## src/rtl/feed_irq_pkg.sv

```systemverilog
package feed_irq_pkg;

   localparam logic [7:0] OFS_RAW   = 8'h00;
   localparam logic [7:0] OFS_ENSET = 8'h04;
   localparam logic [7:0] OFS_ENCLR = 8'h08;
   localparam logic [7:0] OFS_PEND  = 8'h0C;
   localparam logic [7:0] OFS_FIFO  = 8'h10;

   typedef enum logic [2:0] {
      SEL_NONE,
      SEL_RAW,
      SEL_ENSET,
      SEL_ENCLR,
      SEL_PEND,
      SEL_FIFO
   } reg_sel_e;

   function automatic reg_sel_e decode_ofs(input logic [7:0] ofs);
      case (ofs)
         OFS_RAW:   return SEL_RAW;
         OFS_ENSET: return SEL_ENSET;
         OFS_ENCLR: return SEL_ENCLR;
         OFS_PEND:  return SEL_PEND;
         OFS_FIFO:  return SEL_FIFO;
         default:   return SEL_NONE;
      endcase
   endfunction

endpackage

```

## src/rtl/irq_enable_mask.sv

```systemverilog
module irq_enable_mask #(
   parameter int NUM_SRC = 4
) (
   input  logic               clk,
   input  logic               rst_n,
   input  logic               set_we,
   input  logic               clr_we,
   input  logic [NUM_SRC-1:0] wbits,
   output logic [NUM_SRC-1:0] en_q
);
   logic [NUM_SRC-1:0] set_bits, clr_bits, en_d;

   assign set_bits = set_we ? wbits : '0;
   assign clr_bits = clr_we ? wbits : '0;
   assign en_d     = (en_q | set_bits) & ~clr_bits;

   always_ff @(posedge clk or negedge rst_n) begin
      if (!rst_n) en_q <= '0;
      else        en_q <= en_d;
   end

   // every bit written as one to the set address is enabled afterwards
   assert_enset_R2: assert property (@(posedge clk) disable iff (!rst_n)
      set_we |=> ((en_q & $past(wbits)) == $past(wbits)));

   // every bit written as one to the clear address is disabled afterwards
   assert_enclr_R3: assert property (@(posedge clk) disable iff (!rst_n)
      clr_we |=> ((en_q & $past(wbits)) == '0));

   // without a write the mask holds
   assert_enhold_R3: assert property (@(posedge clk) disable iff (!rst_n)
      (!set_we && !clr_we) |=> $stable(en_q));

endmodule

```

## src/rtl/irq_pending_bank.sv

```systemverilog
module irq_pending_bank #(
   parameter int NUM_SRC = 4
) (
   input  logic               clk,
   input  logic               rst_n,
   input  logic               clr_we,
   input  logic [NUM_SRC-1:0] wbits,
   input  logic [NUM_SRC-1:0] evt,
   output logic [NUM_SRC-1:0] pend_q
);
   logic [NUM_SRC-1:0] clr_bits;
   logic [NUM_SRC-1:0] pend_d;

   assign clr_bits = clr_we ? wbits : '0;

   // per-bit update: an arriving event outranks a clearing write
   for (genvar i = 0; i < NUM_SRC; i++) begin : g_bit
      always_comb begin
         if (evt[i])           pend_d[i] = 1'b1;
         else if (clr_bits[i]) pend_d[i] = 1'b0;
         else                  pend_d[i] = pend_q[i];
      end
   end

   always_ff @(posedge clk or negedge rst_n) begin
      if (!rst_n) pend_q <= '0;
      else        pend_q <= pend_d;
   end

   // an event always leaves its pending bit set
   assert_evt_sets_R6: assert property (@(posedge clk) disable iff (!rst_n)
      (|evt) |=> ((pend_q & $past(evt)) == $past(evt)));

   // ones written to the pending address clear bits that had no event
   assert_w1c_R5: assert property (@(posedge clk) disable iff (!rst_n)
      clr_we |=> ((pend_q & $past(wbits) & ~$past(evt)) == '0));

   // without event or write the pending bits hold
   assert_pendhold_R5: assert property (@(posedge clk) disable iff (!rst_n)
      (!clr_we && evt == '0) |=> $stable(pend_q));

endmodule

```

## src/rtl/irq_read_mux.sv

```systemverilog
module irq_read_mux
   import feed_irq_pkg::*;
#(
   parameter int NUM_SRC = 4,
   parameter int DATA_W  = 32
) (
   input  reg_sel_e           sel,
   input  logic [NUM_SRC-1:0] pend,
   input  logic [NUM_SRC-1:0] en,
   input  logic [NUM_SRC-1:0] full,
   input  logic [NUM_SRC-1:0] empty,
   output logic [DATA_W-1:0]  rdata
);
   localparam int FIFO_W = 2 * NUM_SRC;

   logic [FIFO_W-1:0] fifo_word;

   // channel i: full at bit 2i+1, empty at bit 2i
   for (genvar i = 0; i < NUM_SRC; i++) begin : g_fifo
      assign fifo_word[2*i+1] = full[i];
      assign fifo_word[2*i]   = empty[i];
   end

   always_comb begin
      rdata = '0;
      case (sel)
         SEL_RAW:   rdata[NUM_SRC-1:0] = pend;
         SEL_ENSET,
         SEL_ENCLR: rdata[NUM_SRC-1:0] = en;
         SEL_PEND:  rdata[NUM_SRC-1:0] = pend & en;
         SEL_FIFO:  rdata[FIFO_W-1:0]  = fifo_word;
         default:   rdata = '0;
      endcase
   end

endmodule

```

## src/rtl/feed_irq_unit.sv

```systemverilog
module feed_irq_unit
   import feed_irq_pkg::*;
#(
   parameter int NUM_SRC = 4,
   parameter int DATA_W  = 32,
   parameter int ADDR_W  = 8,
   parameter bit IRQ_REG = 1'b0
) (
   input  logic               clk,
   input  logic               rst_n,
   input  logic               reg_wr,
   input  logic [ADDR_W-1:0]  reg_addr,
   input  logic [DATA_W-1:0]  reg_wdata,
   output logic [DATA_W-1:0]  reg_rdata,
   input  logic [NUM_SRC-1:0] src_evt,
   input  logic [NUM_SRC-1:0] fifo_full,
   input  logic [NUM_SRC-1:0] fifo_empty,
   output logic               irq
);
   localparam int FIFO_W = 2 * NUM_SRC;

   initial begin
      assert (FIFO_W <= DATA_W) else $error("FIFO word wider than data bus");
      assert (ADDR_W >= 8) else $error("address must hold 8 offset bits");
      assert (NUM_SRC >= 1) else $error("need at least one source");
   end

   reg_sel_e           sel;
   logic               hi_zero;
   logic [NUM_SRC-1:0] wbits;
   logic [NUM_SRC-1:0] en_mask;
   logic [NUM_SRC-1:0] pend;
   logic               irq_next;
   logic               unused_hi;

   assign hi_zero   = (reg_addr >> 8) == '0;
   assign sel       = hi_zero ? decode_ofs(reg_addr[7:0]) : SEL_NONE;
   assign wbits     = reg_wdata[NUM_SRC-1:0];
   assign unused_hi = ^reg_wdata;

   irq_enable_mask #(.NUM_SRC(NUM_SRC)) u_enable (
      .clk    (clk),
      .rst_n  (rst_n),
      .set_we (reg_wr && sel == SEL_ENSET),
      .clr_we (reg_wr && sel == SEL_ENCLR),
      .wbits  (wbits),
      .en_q   (en_mask)
   );

   irq_pending_bank #(.NUM_SRC(NUM_SRC)) u_pending (
      .clk    (clk),
      .rst_n  (rst_n),
      .clr_we (reg_wr && sel == SEL_PEND),
      .wbits  (wbits),
      .evt    (src_evt),
      .pend_q (pend)
   );

   irq_read_mux #(.NUM_SRC(NUM_SRC), .DATA_W(DATA_W)) u_rmux (
      .sel   (sel),
      .pend  (pend),
      .en    (en_mask),
      .full  (fifo_full),
      .empty (fifo_empty),
      .rdata (reg_rdata)
   );

   assign irq_next = |(pend & en_mask);

   if (IRQ_REG) begin : g_irq_flop
      always_ff @(posedge clk or negedge rst_n) begin
         if (!rst_n) irq <= 1'b0;
         else        irq <= irq_next;
      end
   end else begin : g_irq_comb
      assign irq = irq_next;

      // the line is never up while the enable mask is empty
      assert_irq_needs_en_R7: assert property (@(posedge clk) disable iff (!rst_n)
         irq |-> (en_mask != '0));
   end

endmodule

```

## config.mk

```make
export PLATFORM = sky130hd
export DESIGN_NAME = feed_irq_unit
export DESIGN_NICKNAME = d
export VERILOG_FILES = /design/src/rtl/feed_irq_pkg.sv /design/src/rtl/irq_enable_mask.sv /design/src/rtl/irq_pending_bank.sv /design/src/rtl/irq_read_mux.sv /design/src/rtl/feed_irq_unit.sv
export SDC_FILE = /design/constraint.sdc
export NUM_CORES = 1
export LEC_CHECK = 0
export ABC_AREA = 1
export CAP_MARGIN = 20
export CORE_MARGIN = 2
export CORE_UTILIZATION = 30
export CTS_CLUSTER_SIZE = 16
export DETAILED_ROUTE_END_ITERATION = 10
export PLACE_DENSITY = 0.82
export SYNTH_ARGS = -nofsm -noshare
export SYNTH_HDL_FRONTEND = slang
export SYNTH_SLANG_ARGS = --single-unit
export TNS_END_PERCENT = 10
```

## constraint.sdc

```tcl
create_clock -name clk -period 1.5 [get_ports clk]
set_clock_uncertainty 0.15 [all_clocks]
set_input_delay 0.375 -clock clk [delete_from_list [all_inputs] [get_ports clk]]
set_output_delay 0.375 -clock clk [all_outputs]
set_load 0.05 [all_outputs]
```

==> summary.txt <==
Status -> finished, violations left
Failing checks -> setup timing
IO Port Bufs -> 35
Synth Area in Simple Gates -> 43.6%
Adder-Cell Fraction of Synth Area -> 0%
Core area -> 3000 sq um
Pwr Density -> 476 nW/um^2
Ys Warns -> 0
Die width -> 59.6 um
Startpoint types -> input port
Top Metal Used -> met4
Reg2reg path depth -> 2
First-pass GRT wire length -> 3380 um
DIE AREA -> 3550 sq um
CP endpoint kind -> output port
Final Hold Slack -> 0.252 ns
RD Place Congestion -> 0.752
Met2 wire length -> 1080 um
Via count -> 888
Clk_lat worst skew -> 0.25 ns
Worst Hold Class -> input port to asynchronous set/reset pin
RR Startpoint -> u_pending.pend_q[0]$_DFFE_PN0P_
Multi-input logic area -> 622 sq um
Final WS setup -> -0.255 ns
Worst-path clk slew -> 0.05 ns
Routed Wire Length -> 2050 um
I/O pin count -> 88
Fin crit period -> 1.75 ns
CTS tree -> done
Kind of critical path -> input port to output port
Comb pwr share -> 45.4%
Syn_area_per_cell -> 6.57 sq um
Net Sw Power -> 299 uW
R2r endpoint -> u_pending.pend_q[0]$_DFFE_PN0P_
Initial antenna violation count -> 0
Fin Setup TNS -> -1.96 ns
Wire length on met1 -> 776 um
Avg WL per Cell -> 9.49 um
Vias in the first global route -> 822
Final slew viol count -> 0
Worst Path Required -> 0.97 ns
Post-DP HPWL -> 1690 um
P_int -> 413 uW
Multiplexer share of the synthesized area -> 0%
Post-synthesis compound-gate area fraction -> 2.16%
# nets final -> 240
Number of synthesized register bits -> 8
Layout cells sized above 1 -> 35.0%
Clk pwr share -> 23.0%
Register area -> 200 sq um
Post-Syn Area -> 926 sq um
Clk sinks -> 8
Hold Vio Cnt, Final -> 0
Die Span Y -> 59.6 um
Fin crit share -> 117%
Initial Util -> 30.8%
Xor and xnor area share after synthesis -> 0%
Area growth syn-to-layout -> 61.6%
FP Rows -> 20
Pin count of the biggest net entering global routing -> 9
Critical path data arrival time -> 1.23 ns
Fmax -> 570 MHz
Register area share after synthesis -> 21.6%
CTS max path bufs -> 2
Post-Syn Instances -> 141
Power share of the sequential group -> 31.6%
Ant. Diodes -> 0
Crit Path Max Fanout -> 1
GRT Overall Usage -> 12.5%
Global route overflow -> 0
Inserted Clock Buffers -> 3
Fillcell total -> 295
Peak supply drop -> 0.000221 V
Routed vias/inst -> 4.11
Reg2Reg Setup Slack -> 0.72 ns
Routed Antenna Nets -> 0
Max-cap violation count -> 0
RSZ-0062 raised after global routing -> yes
DRT Pass-1 Iters -> 4
Leak -> 0.789 nW
Synth cell types -> 17
Root Buffer -> clkbuf_4
H-tree depth -> 1
Post-route DRC -> 0
Switching Share -> 42.0%
Met3 wire len -> 166 um
# setup viols final -> 9
DR iter-0 viols -> 9
Largest family of logic cells by synthesized area -> simple AND/OR/NAND/NOR gates
## sequential cells by signal (all words and copies together), names as in the netlist
register	cells
u_pending.pend_q	4
u_enable.en_q	4
## worst max-delay path: stages
cell	delay, ns
clkdlybuf4s50_1	0.48
nand3_2	0.07
nand4_1	0.15
buf_12	0.16
## metrics by stage
step	std cells	cell area (sq um)	utilization, %	power, mW	setup slack [ns]
5_1_grt	216	1500	49.8	0.753	-0.315
3_3_place_gp	212	1380	46.0	0.526	-0.723
6_report	216	1500	49.8	0.713	-0.255
3_5_place_dp	212	1380	46.0	0.528	-0.763
2_1_floorplan	164	1050	-	0.474	-0.245
4_1_cts	216	1450	48.4	0.706	-0.266
## worst max path at each step
stage / from / to / slack (ns) / cells after the start
global route: u_pending.pend_q[1]$_DFFE_PN0P_ / reg_rdata[1] / -0.31 / 5
finish: fifo_full[0] / reg_rdata[1] / -0.25 / 4
floorplan: reg_addr[7] / reg_rdata[1] / -0.25 / 5
global placement: reg_addr[0] / reg_rdata[4] / -0.72 / 7
CTS: reg_addr[5] / reg_rdata[1] / -0.27 / 7
detailed placement: reg_addr[1] / reg_rdata[4] / -0.76 / 7
## kinds of logic (layout without fill, tap and decap cells)
| kind of cell | count (synthesis) | count (layout) |
|---|---|---|
| AO/OA/AOI/OAI | 4 | 4 |
| buffers and inverters | 54 | 73 |
| flip-flops | 8 | 8 |
| other | 1 | 24 |
| AND/OR/NAND/NOR | 74 | 74 |
## power by group through the flow
stage	combinational, mW	sequential (mW)	clock [mW]
5_1_grt	0.345	0.226	0.182
2_1_floorplan	0.246	0.228	0
3_3_place_gp	0.297	0.229	0
6_report	0.323	0.225	0.164
4_1_cts	0.311	0.225	0.170
3_5_place_dp	0.299	0.229	0
## cells in the final DEF, fill, tap and decap left out
| cell | instances |
|---|---|
| a21oi_1 | 4 |
| buf_12 | 9 |
| buf_2 | 1 |
| buf_4 | 6 |
| buf_6 | 5 |
| buf_8 | 2 |
| clkbuf_4 | 3 |
| clkdlybuf4s50_1 | 17 |
| clkinv_2 | 1 |
| conb_1 | 24 |
| dfrtp_1 | 8 |
| dlygate4sd2_1 | 1 |
| inv_1 | 21 |
| inv_2 | 5 |
| inv_4 | 2 |
| nand2_1 | 22 |
| nand2_2 | 5 |
| nand2_4 | 4 |
| nand3_1 | 12 |
| nand3_2 | 5 |
| nand4_1 | 5 |
| nor2_1 | 5 |
| nor2_2 | 1 |
| nor2_4 | 13 |
| nor2_8 | 2 |
## Yosys cell counts
master,number,area [sq um]
conb_1,1,3.75
clkinv_2,1,5.00
nand2_4,2,22.5
inv_1,26,97.6
buf_4,25,188
a21oi_1,4,20.0
inv_2,2,7.51
nor2_1,11,41.3
nor2_2,5,31.3
nand3_1,16,80.1
nor2_8,2,40.0
dfrtp_1,8,200
nor2_4,3,33.8
nand3_2,1,10.0
nand4_1,5,31.3
nand2_2,2,12.5
nand2_1,27,101
## routing by layer
metal,vias to the layer above,GRT usage [%]
met3,3,3.71
met5,-,0
met4,0,4.76
met2,37,22.8
met1,384,13.4
li1,464,-
## area by class of cell
class	instances	area share [%]
Tap cell	33	2.76
Inverter	29	7.69
Timing Repair Buffer	41	33.1
Sequential cell	8	13.4
Multi-Input combinational cell	102	41.6
Clock buffer	3	1.51
## timing repair
action | in CTS | in global routing
resized for setup | 56 | 15
setup endpoints to repair | 17 | 9
buffers inserted | 1 | 0
hold buffers | 0 | 0
pin swaps | 19 | 9
No activity file was read; power rests on OpenSTA's default activity.
